<file path="src/rtl/cwa_pkg.sv">
`timescale 1ns/1ps
package cwa_pkg;
   // Default word and comma geometry; bit i of the mark is the i-th received bit.
   localparam int unsigned    CWA_WORD_W = 10;
   localparam int unsigned    CWA_MARK_W = 7;
   localparam logic [6:0]     CWA_MARK   = 7'b1111100;

   // What the boundary controller asks the output stage to do at a bit edge.
   typedef enum logic [1:0] {
      SLOT_NONE = 2'd0,
      SLOT_TAKE = 2'd1,
      SLOT_DROP = 2'd2
   } slot_e;
endpackage

</file>
<file path="src/rtl/cwa_bit_window.sv">
`timescale 1ns/1ps
module cwa_bit_window #(
   parameter int unsigned       WORD_W = 10,
   parameter int unsigned       MARK_W = 7,
   parameter logic [MARK_W-1:0] MARK   = 7'b1111100
) (
   input  logic              clk,
   input  logic              rst_n,
   input  logic              din,
   output logic [WORD_W-1:0] win_nxt,
   output logic              tail_hit,
   output logic              head_hit
);
   localparam int unsigned TAIL_LO = WORD_W - MARK_W;

   logic [WORD_W-1:0] win_q;
   logic [MARK_W-1:0] tail_eq;
   logic [MARK_W-1:0] head_eq;

   // Newest bit enters at the top; the oldest bit of the window sits in bit 0.
   assign win_nxt = {din, win_q[WORD_W-1:1]};

   for (genvar gi = 0; gi < MARK_W; gi++) begin : g_cmp
      assign tail_eq[gi] = (win_nxt[TAIL_LO+gi] == MARK[gi]);
      assign head_eq[gi] = (win_nxt[gi] == MARK[gi]);
   end

   assign tail_hit = &tail_eq;
   assign head_hit = &head_eq;

   always_ff @(posedge clk or negedge rst_n) begin
      if (!rst_n) win_q <= '0;
      else        win_q <= win_nxt;
   end

   // a mark just completed reaches the head of the window TAIL_LO bits later.
   p_mark_travel_r4: assert property (@(posedge clk) disable iff (!rst_n)
      tail_hit |-> ##(TAIL_LO) head_hit);
endmodule

</file>
<file path="src/rtl/cwa_boundary_ctrl.sv">
`timescale 1ns/1ps
module cwa_boundary_ctrl
   import cwa_pkg::*;
#(
   parameter int unsigned WORD_W = 10,
   parameter int unsigned MARK_W = 7
) (
   input  logic  clk,
   input  logic  rst_n,
   input  logic  sync_en,
   input  logic  tail_hit,
   output slot_e slot,
   output logic  phase_b
);
   localparam int unsigned       CNT_W      = $clog2(WORD_W);
   localparam logic [CNT_W-1:0]  LAST       = CNT_W'(WORD_W - 1);
   localparam logic [CNT_W-1:0]  MARK_END   = CNT_W'(MARK_W - 1);
   localparam logic [CNT_W-1:0]  AFTER_MARK = CNT_W'(MARK_W);
   localparam int unsigned       HOLD_MAX   = 2*WORD_W - MARK_W;
   localparam int unsigned       HOLD_W     = $clog2(HOLD_MAX + 2);

   logic [CNT_W-1:0]  cnt_q, cnt_d;
   logic              ph_q, ph_d;
   logic              skip_q, skip_d;
   logic              at_bnd, take, in_place, realign;
   logic [HOLD_W-1:0] hold_q;

   always_comb begin
      at_bnd   = (cnt_q == LAST);
      take     = at_bnd & ~skip_q;
      ph_d     = take ? ~ph_q : ph_q;
      // A mark is in place when it ends on bit MARK_END and its word will raise clock B.
      in_place = (cnt_q == MARK_END) & ~ph_q;
      realign  = sync_en & tail_hit & ~in_place;
      if (realign)     cnt_d = AFTER_MARK;
      else if (at_bnd) cnt_d = '0;
      else             cnt_d = cnt_q + 1'b1;
      if (realign)     skip_d = ph_d;
      else if (at_bnd) skip_d = 1'b0;
      else             skip_d = skip_q;
      if (take)        slot = SLOT_TAKE;
      else if (at_bnd) slot = SLOT_DROP;
      else             slot = SLOT_NONE;
   end

   assign phase_b = ph_q;

   always_ff @(posedge clk or negedge rst_n) begin
      if (!rst_n) begin
         cnt_q  <= '0;
         ph_q   <= 1'b0;
         skip_q <= 1'b0;
      end else begin
         cnt_q  <= cnt_d;
         ph_q   <= ph_d;
         skip_q <= skip_d;
      end
   end

   // Bit clocks since the last delivered word or boundary move.
   always_ff @(posedge clk or negedge rst_n) begin
      if (!rst_n)                hold_q <= '0;
      else if (take || realign)  hold_q <= '0;
      else if (hold_q != '1)     hold_q <= hold_q + 1'b1;
   end

   // with alignment off the counter only steps by one, modulo the word width.
   p_free_run_r3: assert property (@(posedge clk) disable iff (!rst_n)
      !sync_en |=> cnt_q == (($past(cnt_q) == LAST) ? '0 : $past(cnt_q) + 1'b1));

   // a dropped word only ever happens while clock B is high.
   p_drop_under_b_r7: assert property (@(posedge clk) disable iff (!rst_n)
      (slot == SLOT_DROP) |-> phase_b);

   // the hold after a move never runs past the bound.
   p_hold_bound_r7: assert property (@(posedge clk) disable iff (!rst_n)
      hold_q < HOLD_W'(HOLD_MAX));
endmodule

</file>
<file path="src/rtl/cwa_word_out.sv">
`timescale 1ns/1ps
module cwa_word_out
   import cwa_pkg::*;
#(
   parameter int unsigned       WORD_W = 10,
   parameter int unsigned       MARK_W = 7,
   parameter logic [MARK_W-1:0] MARK   = 7'b1111100
) (
   input  logic              clk,
   input  logic              rst_n,
   input  slot_e             slot,
   input  logic              phase_b,
   input  logic              sync_en,
   input  logic              head_hit,
   input  logic [WORD_W-1:0] win_nxt,
   output logic [WORD_W-1:0] data,
   output logic              sync_flag,
   output logic              bclk_a,
   output logic              bclk_b
);
   logic              live_q;
   logic              flag_q;
   logic [WORD_W-1:0] data_q;

   always_ff @(posedge clk or negedge rst_n) begin
      if (!rst_n) begin
         live_q <= 1'b0;
         flag_q <= 1'b0;
         data_q <= '0;
      end else if (slot == SLOT_TAKE) begin
         live_q <= 1'b1;
         data_q <= win_nxt;
         // phase_b is still the old phase here: low means this word raises clock B.
         flag_q <= sync_en & head_hit & ~phase_b;
      end else if (slot == SLOT_DROP) begin
         flag_q <= 1'b0;
      end
   end

   assign data      = data_q;
   assign sync_flag = flag_q;
   assign bclk_b    = live_q & phase_b;
   assign bclk_a    = live_q & ~phase_b;

   p_flag_mark_r6: assert property (@(posedge clk) disable iff (!rst_n)
      sync_flag |-> (data[MARK_W-1:0] == MARK));

   p_flag_on_b_r6: assert property (@(posedge clk) disable iff (!rst_n)
      sync_flag |-> bclk_b);

   p_edge_per_word_r5: assert property (@(posedge clk) disable iff (!rst_n)
      ($rose(bclk_a) || $rose(bclk_b)) |-> ($past(slot) == SLOT_TAKE));

   p_drop_quiet_r7: assert property (@(posedge clk) disable iff (!rst_n)
      (slot == SLOT_DROP) |=> ($stable(data) && $stable(bclk_a) && $stable(bclk_b)));
endmodule

</file>
<file path="src/rtl/comma_word_aligner.sv">
`timescale 1ns/1ps
module comma_word_aligner
   import cwa_pkg::*;
#(
   parameter int unsigned       WORD_W = CWA_WORD_W,
   parameter int unsigned       MARK_W = CWA_MARK_W,
   parameter logic [MARK_W-1:0] MARK   = CWA_MARK
) (
   input  logic              clk_bit,
   input  logic              rst_n,
   input  logic              ser_in,
   input  logic              sync_en,
   output logic [WORD_W-1:0] rx_word,
   output logic              bclk_a,
   output logic              bclk_b,
   output logic              sync_flag
);
   if (MARK_W < 2 || MARK_W >= WORD_W) begin : g_bad_geometry
      $error("comma_word_aligner: MARK_W must be at least 2 and below WORD_W");
   end
   if (WORD_W < 3) begin : g_bad_width
      $error("comma_word_aligner: WORD_W must be at least 3");
   end

   logic [WORD_W-1:0] win_nxt;
   logic              tail_hit;
   logic              head_hit;
   slot_e             slot;
   logic              phase_b;

   cwa_bit_window #(.WORD_W(WORD_W), .MARK_W(MARK_W), .MARK(MARK)) u_window (
      .clk      (clk_bit),
      .rst_n    (rst_n),
      .din      (ser_in),
      .win_nxt  (win_nxt),
      .tail_hit (tail_hit),
      .head_hit (head_hit)
   );

   cwa_boundary_ctrl #(.WORD_W(WORD_W), .MARK_W(MARK_W)) u_ctrl (
      .clk      (clk_bit),
      .rst_n    (rst_n),
      .sync_en  (sync_en),
      .tail_hit (tail_hit),
      .slot     (slot),
      .phase_b  (phase_b)
   );

   cwa_word_out #(.WORD_W(WORD_W), .MARK_W(MARK_W), .MARK(MARK)) u_out (
      .clk       (clk_bit),
      .rst_n     (rst_n),
      .slot      (slot),
      .phase_b   (phase_b),
      .sync_en   (sync_en),
      .head_hit  (head_hit),
      .win_nxt   (win_nxt),
      .data      (rx_word),
      .sync_flag (sync_flag),
      .bclk_a    (bclk_a),
      .bclk_b    (bclk_b)
   );

   // the byte clocks are never high together.
   p_clk_excl_r1: assert property (@(posedge clk_bit) disable iff (!rst_n)
      !(bclk_a && bclk_b));
endmodule

</file>
<file path="config.mk">
export PLATFORM = sky130hd
export DESIGN_NAME = comma_word_aligner
export DESIGN_NICKNAME = d
export VERILOG_FILES = /design/src/rtl/cwa_pkg.sv /design/src/rtl/cwa_bit_window.sv /design/src/rtl/cwa_boundary_ctrl.sv /design/src/rtl/cwa_word_out.sv /design/src/rtl/comma_word_aligner.sv
export SDC_FILE = /design/constraint.sdc
export NUM_CORES = 1
export LEC_CHECK = 0
export BUFFER_PORTS_ARGS = -buffer_cell sky130_fd_sc_hd__clkbuf_2
export CAP_MARGIN = 10
export CELL_PAD_IN_SITES_DETAIL_PLACEMENT = 1
export CELL_PAD_IN_SITES_GLOBAL_PLACEMENT = 1
export CORE_MARGIN = 2
export CORE_UTILIZATION = 41
export DETAILED_ROUTE_END_ITERATION = 7
export GPL_TIMING_DRIVEN = 0
export PLACE_DENSITY_LB_ADDON = 0.12
export SYNTH_ARGS = -nofsm -noshare
export SYNTH_HDL_FRONTEND = slang
export SYNTH_SLANG_ARGS = --single-unit
</file>
<file path="constraint.sdc">
create_clock -name clk_bit -period 2.5 [get_ports clk_bit]
set_clock_uncertainty 0.1 [all_clocks]
set_input_delay 0.5 -clock clk_bit [delete_from_list [all_inputs] [get_ports clk_bit]]
set_output_delay 0.5 -clock clk_bit [all_outputs]
set_load 0.01 [all_outputs]
</file>
**Yosys cells after proc, flatten, opt, wreduce, memory -nomap -nowiden**

Index checks and enable logic that the tools add are counted.

- Register bits after elaboration: 28
- Latch bits: 0
- Memory bits (writable): 0
- Bits in read-only memories: 0
- Memories: 0

- Add/subtract/negate cells: 1
- Multipliers: 0
- Div/mod/pow operators: 0
- $lt $le $gt $ge: 0
- Eq/ne operators: 4
- Shifts and indexed selects: 0
- Mux-type cells: 9
- Bitwise logic cells: 15
- Reduce and logical (&&, ||, !) cells: 4

Operators by type and width:

| operator | number |
|---|---|
| $reduce_and 7->1 | 2 |
| $and 1x1->1 | 8 |
| $mux 4 | 2 |
| $not 1->1 | 7 |
| $mux 1 | 5 |
| $add 4x1->4 const B | 1 |
| $eq 4x3->1 const B | 1 |
| $eq 4x4->1 const B | 1 |
| $mux 2 | 2 |
| $reduce_bool 2->1 | 2 |
| $eq 2x1->1 const B | 1 |
| $eq 2x2->1 const B | 1 |

**Longest topological paths before layout**

Gate-level depths: netlist of run 1.

- Depth after elaboration: 6
- Mapped depth: 4
- Mapped depth without buffers: 4

**Hierarchy**

From an unflattened synthesis of run 1, not the netlist that was laid out.

- Cell total of the unflattened synthesis: 83
- Area, all modules: 1,151.1 µm²

Modules (own cells, without submodules):

| module | times used | cells an instance | area an instance (µm²) | sequential area each (µm²) |
|---|---|---|---|---|
| cwa_word_out | 1 | 31 | 525.5 | 300.3 |
| cwa_boundary_ctrl | 1 | 37 | 356.6 | 150.1 |
| cwa_bit_window | 1 | 15 | 269.0 | 225.2 |

**Least setup slack after synthesis of run 1**

Ideal clock, no wire load.

- Path type: input to register
- From: in ser_in
- To: reg u_ctrl.skip_q
- Library setup time: 0.125 ns
- Arrival time: 1.324 ns
- Required time: 2.275 ns
- Setup slack: 0.951 ns
- Stages on the path: 4
- Path buffers: 0
- Cell sequence: and4bb_1 > nand3_1 > a41oi_2 > mux2_4

- Word-level cells in the longest chain between the ends: 4
- Elaborated cells between the ends (all ways): 5
- Classes of those cells: mux: 1; bitwise: 2; reduce/logical: 2

RTL lines:

| item | line | source |
|---|---|---|
| from (decl) | comma_word_aligner.sv:11 | `input logic ser_in,` |
| $reduce_and 7->1 * | cwa_bit_window.sv:28 | `assign tail_hit = &tail_eq;` |
| $and 1x1->1 * (2 in a row) | cwa_boundary_ctrl.sv:34 | `realign = sync_en & tail_hit & ~in_place;` |
| $mux 1 or $reduce_bool 2->1 (tied branches) | -- |  |
| to (signal assigned) | cwa_boundary_ctrl.sv:56 | `skip_q <= skip_d;` |
| to (decl) | cwa_boundary_ctrl.sv:24 | `logic skip_q, skip_d;` |

Mark *: on every way between the ends. The rest lies on a longest branch, timed or not.
A chain may end at the register's enable or synchronous reset.

**Final worst setup path of run 1**

- From: reg u_ctrl.ph_q, in the netlist u_ctrl.phase_b
- To: out bclk_b

- Word-level cells in the longest chain between the ends: 1

RTL lines:

| item | line | source |
|---|---|---|
| from (decl) | cwa_boundary_ctrl.sv:23 | `logic ph_q, ph_d;` |
| from (signal assigned) | cwa_boundary_ctrl.sv:55 | `ph_q <= ph_d;` |
| $and 1x1->1 | cwa_word_out.sv:42 | `assign bclk_b = live_q & phase_b;` |
| to (decl) | comma_word_aligner.sv:15 | `output logic bclk_b,` |

No other way between the ends.

==> results of run 1 <==
-- critical path, cell delays in order, from the launching register on --
cell      delay (ns)
dfrtp_1         0.47
and2_1          0.16
clkbuf_2        0.12
-- sequential cells by signal, summed over array words and instances (netlist names) --
register         cells
u_ctrl.skip_q        1
u_out.sync_flag      1
u_window.win_q       9
u_ctrl.cnt_q         4
u_out.live_q         1
u_out.data          10
u_ctrl.phase_b       1
-- cells in the final DEF (no fill, tap or decap) --
| cell type | synthesis | layout |
|---|---|---|
| dfrtp_1 | 27 | 27 |
| clkbuf_2 | 0 | 16 |
| mux2_4 | 10 | 10 |
| nand2_1 | 7 | 7 |
| nand2b_1 | 3 | 3 |
| nor2_1 | 3 | 3 |
| clkbuf_4 | 0 | 3 |
| a21oi_1 | 2 | 2 |
| and2_1 | 2 | 2 |
| xor2_1 | 1 | 1 |
| and3_1 | 1 | 1 |
| and4bb_1 | 1 | 1 |
| nand3_1 | 1 | 1 |
| o211ai_1 | 1 | 1 |
| nand4bb_4 | 1 | 1 |
| nor2_4 | 1 | 1 |
| xor2_2 | 1 | 1 |
| nand3b_1 | 1 | 1 |
| inv_1 | 1 | 1 |
| a41oi_2 | 1 | 1 |
| nor2b_1 | 1 | 1 |
| buf_12 | 1 | 1 |
| or2_1 | 1 | 1 |
| nor3_1 | 1 | 1 |
| nand4_1 | 1 | 1 |
| o21ai_0 | 1 | 1 |
| mux2_2 | 1 | 1 |
| clkbuf_1 | 0 | 1 |
-- cells by family (layout without fill, tap and decap cells) --
| group | Yosys count | count (layout) |
|---|---|---|
| XOR/XNOR | 2 | 2 |
| AO/OA/AOI/OAI | 5 | 5 |
| flip-flops | 27 | 27 |
| AND/OR/NAND/NOR | 25 | 25 |
| multiplexers | 11 | 11 |
| buffers and inverters | 2 | 22 |
-- synth_stat cells (all sizes together) --
cell type	count
a21oi	2
a41oi	1
and2	2
and3	1
and4bb	1
buf	1
dfrtp	27
inv	1
mux2	11
nand2	7
nand2b	3
nand3	1
nand3b	1
nand4	1
nand4bb	1
nor2	4
nor2b	1
nor3	1
o211ai	1
o21ai	1
or2	1
xor2	2
-- metrics by stage --
step | total power, uW | std cells | setup slack, ns | cell area, um^2
final | 1308 | 122 | 0.8401 | 1231
after global routing | 1394 | 122 | 0.7616 | 1231
after CTS | 1329 | 122 | 0.8159 | 1231
after detailed placement | 1141 | 118 | 0.7177 | 1205
after global placement | 1118 | 118 | 0.7494 | 1205
after floorplan | 965.9 | 72 | 0.9507 | 1087
-- routing by layer --
| layer | up-vias | track usage | part of all wire |
|---|---|---|---|
| met5 | - | 0 | 0 |
| met4 | 0 | 0.03136 | 0.0049 |
| met3 | 2 | 0.04450 | 0.050 |
| met2 | 17 | 0.2024 | 0.48 |
| met1 | 311 | 0.1813 | 0.46 |
| li1 | 285 | - | - |
-- worst paths after layout --
check                           cells past startpoint  slack (ns)               from                end
worst min-delay path                                1        0.07              rst_n  u_window.win_q[3]
worst max register to register                      4        0.84  u_window.win_q[5]      u_ctrl.skip_q
min in group clk_bit                                1        0.21             ser_in  u_window.win_q[9]
max in group asynchronous                           1        1.81              rst_n      u_out.data[2]
worst max-delay path                                2        0.84     u_ctrl.phase_b             bclk_b
worst min register to register                      0        0.32  u_window.win_q[8]  u_window.win_q[7]
-- cell type report --
| type | count | area (um^2) |
|---|---|---|
| fillers | 278 | 1269 |
| flip-flops and latches | 27 | 675.6 |
| multi-input cells | 43 | 387.9 |
| repair buffers | 16 | 80.08 |
| well taps | 30 | 37.54 |
| clock buffers | 4 | 26.28 |
| plain buffers | 1 | 20.02 |
| inverters | 1 | 3.754 |
-- report_power, final --
| part | internal, uW | total [uW] | leakage (uW) | switching [uW] |
|---|---|---|---|---|
| logic | 250 | 428 | 0.000229 | 177 |
| clock network | 62.5 | 186 | 0.0000150 | 124 |
| registers | 572 | 694 | 0.000323 | 122 |
| total | 885 | 1310 | 0.000567 | 423 |
==> flow_summary.ini, run 1 <==
[grt]
grt_max_degree = 28
grt_pass1_wl_um = 3125
grt_use_total = 0.1319
antenna_found_initial = 0
grt_overflow = 0
grt_pass1_vias = 617

[route]
dr.first_iter.drc_count = 4
vias_per_cell = 5.041
drt-pass1-iter-count = 3
drt-total-wl_um = 1843
vias = 615
postRouteAntennaNets = 0
wl_per_cell_um = 15.11
drc = 0

[sta]
hold_viol = 0
setup_violations = 0
rsz0062_at_grt = no
worst_pin_slew_ns = 0.6491
slew_violations = 0
timing.fmax_ghz = 0.6024
maxSlewHeadroom = 0.5673
fin_crit_sh = 0.6640
fin_tns_setup_ns = 0
period_needed_ns = 1.660
hold_ws_ns = 0.07268

[finish]
diodes = 0
syn_to_final_growth_pct = 13.23
postLayoutCoreUtil = 0.4925
nets = 97
drive_above_1_share = 0.3804

[status]
status = finished clean

[place]
port_buffers = 16
place_congestion = 0.6880
place_hpwl_um = 1344

[worst_setup_path]
crit_path_end_kind = primary output
start_kind = register
cp.required_ns = 1.90
path_class = register to primary output
crit_fanout = 5
cp.arrival_ns = 1.06

[cts]
clk_pin_slew_ns = 0.14
ctsHoldBuffers = 0
cts_resized = 0
clockBufferDepth = 2
clk_latency_ns = 0.32
post_cts_buffers = 0
htree_levels = 1
clkSinkCount = 27
cts_root_buffer = clkbuf_4
cts_tree = yes
numCtsBuffers = 3

[yosys]
synth_warnings = 0
synth_compound_area_frac = 0.03567
ys_ff_latch = 27
synth_top_family_by_area = simple AND/OR/NAND/NOR gates
netlist_area_um2 = 1087
synth_area_leaders = dfrtp_1 62%, mux2_4 14%, nand4bb_4 2.5%
syn_avg_cell_area_um2 = 15.10
synth.mux.area_fraction = 0.1484
ys_types = 25
syn-num-nets = 76
post_synth_xor_area_fraction = 0.02301
synthAdderAreaFrac = 0
yosys.area_share.simple = 0.1496
netlist.area_leader.share = 0.6214
syn_inst = 72
synth_top_cell_by_area = dfrtp_1
yosysSeqAreaShare = 0.6214

[power]
power_density_nw_per_um2 = 1062
power.leakage_uw = 0.0005674
ir_drop_mv = 0.5840

[floorplanning]
die_x_um = 55.50
std_cell_rows = 18
dieArea_um2 = 3080
fp.dieH_um = 55.50
core-area_um2 = 2500
start_util = 0.4349
pin_count = 17

[worst_hold_path]
holdCritPathClass = input pin to asynchronous set/reset pin

[flow_run]
max_cap_violations = 0
No activity file was read; power rests on OpenSTA's default activity.
==> inputs of run 2 (changes only) <==
--- a/config.mk
+++ b/config.mk
@@ -5,6 +5,7 @@
 export SDC_FILE = /design/constraint.sdc
 export NUM_CORES = 1
 export LEC_CHECK = 0
+export ABC_AREA = 1
 export BUFFER_PORTS_ARGS = -buffer_cell sky130_fd_sc_hd__clkbuf_2
 export CAP_MARGIN = 10
 export CELL_PAD_IN_SITES_DETAIL_PLACEMENT = 1
==> constraint.sdc (replaced) <==
create_clock -name clk_bit -period 1.7 [get_ports clk_bit]
set_clock_uncertainty 0.1 [all_clocks]
set_input_delay 0.34 -clock clk_bit [delete_from_list [all_inputs] [get_ports clk_bit]]
set_output_delay 0.34 -clock clk_bit [all_outputs]
set_load 0.01 [all_outputs]
==> run 2 against run 1 <==
Compared with the run above: first-iteration DRC count grew to 3.3 times the previous value; clock power is 41% higher; total power rose by 33%; worst hold slack got worse by 0.027 ns; sequential power up 36%; sequential share of layout area shrank 0.88 points; highest routed layer unchanged; setup slack lost 0.59 ns.
==> flow_summary.ini, run 2 <==
[cts]
htree_levels = 1
cts_root_buffer = clkbuf_4
clk_latency_ns = 0.32
clockBufferDepth = 2
cts_tree = yes
numCtsBuffers = 3
ctsHoldBuffers = 1
clk_pin_slew_ns = 0.12
cts_resized = 0
post_cts_buffers = 0
clkSinkCount = 27

[floorplanning]
fp.dieH_um = 55.74
pin_count = 17
std_cell_rows = 18
dieArea_um2 = 3106
core-area_um2 = 2500
start_util = 0.4389
die_x_um = 55.74

[yosys]
synth_top_cell_by_area = dfrtp_1
netlist_area_um2 = 1097
yosysMostFrequentCell = nand2_1
syn_inst = 120
syn-num-nets = 124
syn_avg_cell_area_um2 = 9.144
synth-edff-count = 0
synthArstFlopShare = 1.000
yosysSeqAreaShare = 0.6157
ys_types = 18
synth_ff_type = dfrtp_1
netlist.area_leader.share = 0.6157
ys_ff_latch = 27
ys_top_cells_by_count = 46 x nand2_1, 27 x dfrtp_1, 11 x inv_1
synth_warnings = 0
synth_area_leaders = dfrtp_1 62%, nand2_1 16%, inv_1 3.8%

[place]
dpl.cell_count = 166
place_hpwl_um = 1635
place_congestion = 0.7580
port_buffers = 16
dp_slack_ns = 0.4397

[worst_setup_path]
worst-path-buf-inv = 1
start_kind = register
crit_path_end_kind = primary output
crit_chain = nor2_1 > clkbuf_2
cp_top_family = flip-flops
cp.arrival_ns = 1.01
cp_slowest_cell = dfrtp_1
max_stage_delay_ns = 0.44
cp.required_ns = 1.26
path_class = register to primary output
crit_fanout = 5

[finish]
diodes = 0
drive_above_1_share = 0.2482
nFillCells = 311
final_cell_mix = 46 x nand2_1, 27 x dfrtp_1, 16 x clkbuf_2
nets = 146
mostFrequentLayoutCell = nand2_1
syn_to_final_growth_pct = 14.03
final-seq-area_um2 = 675.6
instances_no_fill = 171
largest_register_ffs = 10
multi_input_comb_area_um2 = 346.6
postLayoutCoreUtil = 0.5005

[sta]
rsz0062_at_grt = no
worst_pin_slew_ns = 0.6363
fin_tns_setup_ns = 0
period_needed_ns = 1.453
hold_viol = 0
maxSlewHeadroom = 0.5758
finalWorstSetupSlack_ns = 0.2466
timing.fmax_ghz = 0.6880
fin_crit_sh = 0.8550
setup_violations = 0
slew_violations = 0

[power]
ir_drop_mv = 0.8986
power_density_nw_per_um2 = 1389
p_total_uw = 1738
power.leakage_uw = 0.0006777

[route]
drt-pass1-iter-count = 3
vias = 800
vias_per_cell = 4.678
dr.first_iter.drc_count = 13
wl_per_cell_um = 12.11
postRouteAntennaNets = 0
drc = 0
drt-total-wl_um = 2071

[status]
status = finished clean

[grt]
antenna_found_initial = 0
grt_max_degree = 28
grt_pass1_vias = 873
grt_overflow = 0
grt_pass1_wl_um = 3808
grt_use_total = 0.1599

[flow_run]
max_cap_violations = 0

[worst_hold_path]
holdCritPathClass = input pin to register
-- run 2: cell count changes after synthesis, moves of 2 or more --
cell and change:
inv_2 +6, o21ai_1 +2, nand2_1 +39, o21ai_2 +2, nand3_1 +3, mux2_4 -10, and2_1 -2, inv_1 +10
nor2_1 +6, nand2b_1 -3, nand2_2 +2, nor2_2 +2
-- run 2: cells by family after synthesis --
family | synth area share
and+or+nand+nor | 0.2737
DFF | 0.6157
buffers and inverters | 0.06841
AOI/OAI and AO/OA | 0.03420
xor gates and xnor gates | 0.007983
-- run 2: area by class of cell --
type                       count  area share
multi-input combinational     75      0.2770
tap                           30     0.03000
timing repair buffer          17     0.07200
sequential                    27      0.5400
clock buffer                   4     0.02100
inverter                      17     0.05100
buffer                         1    0.009000
-- run 2: stage by stage --
| stage | hold slack, ns | area (um^2) |
|---|---|---|
| 2_1_floorplan | -0.05559 | 1097 |
| 3_3_place_gp | 0.2847 | 1215 |
| 3_5_place_dp | 0.2906 | 1215 |
| 4_1_cts | 0.03045 | 1251 |
| 5_1_grt | 0.02517 | 1251 |
| 6_report | 0.04569 | 1251 |
-- run 2: worst reg2reg max path, cell delays in order (launching register included) --
cell and delay (ns):
dfrtp_1 0.46, inv_2 0.07, nor2_4 0.12, nand3_4 0.13
buf_6 0.17, nand2_1 0.07, nand2_1 0.05
-- run 2: where the power goes --
| part | switching [uW] | leakage (uW) | internal (uW) |
|---|---|---|---|
| clock network | 171 | 0.0000150 | 92.0 |
| registers | 128 | 0.000328 | 814 |
| logic | 316 | 0.000335 | 217 |
| total | 615 | 0.000678 | 1120 |
-- run 2: worst paths after layout --
| kind | slack (ns) | startpoint | to | depth (start not counted) |
|---|---|---|---|---|
| hold / removal | 0.05 | ser_in | u_window.win_q[9] | 1 |
| setup reg to reg | 0.44 | u_ctrl.cnt_q[0] | u_out.data[0] | 6 |
| hold reg to reg | 0.32 | u_window.win_q[2] | u_window.win_q[1] | 0 |
| setup / recovery | 0.25 | u_ctrl.phase_b | bclk_a | 2 |
| max in group asynchronous | 0.64 | rst_n | u_out.data[0] | 2 |
| min in group asynchronous | 0.45 | rst_n | u_out.data[7] | 2 |
-- run 2: metal layers --
| layer | up-vias | track usage | wire (um) |
|---|---|---|---|
| met3 | 5 | 0.03023 | 51 |
| met4 | 0 | 0.08362 | 57 |
| li1 | 403 | - | - |
| met5 | - | 0 | 0 |
| met1 | 382 | 0.1838 | 876 |
| met2 | 10 | 0.2806 | 1085 |
==> inputs of run 3 (changes only) <==
--- a/config.mk
+++ b/config.mk
@@ -17,4 +17,5 @@
 export PLACE_DENSITY_LB_ADDON = 0.12
 export SYNTH_ARGS = -nofsm -noshare
 export SYNTH_HDL_FRONTEND = slang
+export SYNTH_HIERARCHICAL = 1
 export SYNTH_SLANG_ARGS = --single-unit
==> run 3 against run 2 <==
Compared with the run above: count of clock-buffer cells in the layout down 1; area after synthesis increased by 2.9%; total power grew 3.3%; non-clock buffer count increased by 8; critical path type is now register to register.
==> flow_summary.ini, run 3 <==
[status]
status = finished clean

[yosys]
yosysMostFrequentCell = nand2_1
syn-num-nets = 131
ys_types = 18
synth-edff-count = 0
synth_area_leaders = dfrtp_1 60%, nand2_1 16%, inv_1 5.0%
syn_inst = 126
synth_warnings = 6
netlist_area_um2 = 1129
ys_ff_latch = 27
synthArstFlopShare = 1.000
ys_top_cells_by_count = 48 x nand2_1, 27 x dfrtp_1, 15 x inv_1
syn_avg_cell_area_um2 = 8.957
synth_ff_type = dfrtp_1
netlist.area_leader.share = 0.5987
yosysSeqAreaShare = 0.5987
synth_top_cell_by_area = dfrtp_1

[cts]
cts_tree = yes
numCtsBuffers = 3
clk_latency_ns = 0.33
clockBufferDepth = 2
htree_levels = 1
clkSinkCount = 27
cts_root_buffer = clkbuf_4
clk_pin_slew_ns = 0.15

[grt]
grt_pass1_vias = 850
grt_overflow = 0
grt_max_degree = 28
grt_pass1_wl_um = 3850
antenna_found_initial = 0
grt_use_total = 0.1568

[worst_setup_path]
worst-path-buf-inv = 5
cp.arrival_ns = 1.77
reg2reg_slack_ns = 0.10
reg2reg_from = u_ctrl/cnt_q[1]
cp_slowest_cell = dfrtp_2
start_kind = register
rr_worst_depth = 11
cp.required_ns = 1.88
crit_fanout = 5
cp_top_family = flip-flops
crit_chain = inv_1 > nand2_2 > nor2_2 > inv_2 > nor2_1 > inv_1 > ha_2 > inv_2 > buf_6 > nand2_1 > nand2_1
r2r-end = u_out/data[1]
max_stage_delay_ns = 0.46
crit_path_end_kind = register
path_class = register to register

[sta]
hold_ws_ns = 0.04611
slew_violations = 0
hold_viol = 0
period_needed_ns = 1.598
timing.fmax_ghz = 0.6259
fin_crit_sh = 0.9398
setup_violations = 0
maxSlewHeadroom = 0.5562
fin_tns_setup_ns = 0
worst_pin_slew_ns = 0.6656

[floorplanning]
pin_count = 17
std_cell_rows = 19
die_x_um = 56.47
fp.dieH_um = 56.47
start_util = 0.4201
dieArea_um2 = 3188
core-area_um2 = 2686

[power]
power.sequential.fraction = 0.530
p_sw_frac = 0.3615
power_density_nw_per_um2 = 1340
internal_power_uw = 1146
power.switching_uw = 648.9
ir_drop_mv = 0.6732
p_clk_frac = 0.158
power.leakage_uw = 0.0007318
combPwrFrac = 0.311

[place]
port_buffers = 16
place_hpwl_um = 1624
place_congestion = 0.7579

[worst_hold_path]
min_to = u_window/win_q[9]
hold_path_depth = 1
holdCritPathClass = input pin to register
min-delay-start = ser_in

[finish]
largest_register_ffs = 10
nets = 158
syn_to_final_growth_pct = 18.74
diodes = 0
mostFrequentLayoutCell = nand2_1
final_cell_mix = 47 x nand2_1, 25 x dfrtp_1, 16 x clkbuf_2
drive_above_1_share = 0.2895

[route]
vias_per_cell = 4.743
drc = 0
postRouteAntennaNets = 0
dr.first_iter.drc_count = 10
drt-pass1-iter-count = 3
drt-total-wl_um = 2397
wl_per_cell_um = 13.10
vias = 868

[flow_run]
max_cap_violations = 0
## run 3: how the worst max path moves through the flow
stage | slack, ns | endpoint | start | cells past startpoint
final | 0.10 | u_out/data[1] | u_ctrl/cnt_q[1] | 11
after global routing | -0.03 | u_out/data[3] | u_ctrl/cnt_q[2] | 11
after floorplan | 0.25 | u_out/data[3] | u_ctrl/cnt_q[2] | 10
after global placement | 0.11 | u_out/data[7] | u_ctrl/cnt_q[1] | 10
after CTS | 0.03 | u_out/data[1] | u_ctrl/cnt_q[1] | 10
after detailed placement | 0.06 | u_out/data[1] | u_ctrl/cnt_q[1] | 10
## run 3: through the flow
step / worst slack, ns / cell area, um^2 / cells / total power (uW) / util
finish: 0.1023 / 1340 / 183 / 1795 / 0.4988
global route: -0.03087 / 1340 / 183 / 1916 / 0.4988
CTS: 0.02944 / 1285 / 178 / 1764 / 0.4783
detailed placement: 0.06127 / 1247 / 173 / 1478 / 0.4644
global placement: 0.1150 / 1247 / 173 / 1443 / 0.4644
floorplan: 0.2547 / 1129 / 126 / 1252 / -
## run 3: kinds of logic (layout without fill, tap and decap cells)
kind of cell,Yosys count,after routing,share of synthesized area
AOI/OAI and AO/OA,4,4,0.03215
xor gates and xnor gates,1,1,0.007762
adders and majority gates,1,1,0.01108
buffers and inverters,22,48,0.08979
DFF,27,27,0.5987
and+or+nand+nor,71,71,0.2605
## run 3: power groups by stage
| stage | clock network [uW] | registers, uW | logic (uW) |
|---|---|---|---|
| after global routing | 309 | 983 | 625 |
| after detailed placement | 0 | 967 | 511 |
| after floorplan | 0 | 996 | 256 |
| final | 284 | 952 | 559 |
| after CTS | 294 | 954 | 515 |
| after global placement | 0 | 953 | 489 |
## run 3: timing repair
action / CTS / global route
hold endpoints to repair: 27 / 0
hold buffers: 1 / 0
setup buffers: 0 / 4
setup endpoints to repair: 0 / 12
resized for setup: 0 / 10
## run 3: cell type report
| class | count | area (um^2) |
|---|---|---|
| Clock inverter | 1 | 5.005 |
| Sequential cell | 27 | 678.2 |
| Fill cell | 324 | 1346 |
| Clock buffer | 3 | 22.52 |
| Buffer | 4 | 37.54 |
| Inverter | 18 | 67.56 |
| Timing Repair Buffer | 22 | 131.4 |
| Multi-Input combinational cell | 77 | 359.1 |
| Tap cell | 31 | 38.79 |
## run 3: routing by layer
| metal | track usage | part of all wire | vias to the layer above |
|---|---|---|---|
| met5 | 0 | 0 | - |
| met4 | 0.07143 | 0.018 | 0 |
| met3 | 0.02074 | 0.030 | 4 |
| met2 | 0.2608 | 0.49 | 15 |
| met1 | 0.2027 | 0.46 | 419 |
| li1 | - | - | 430 |
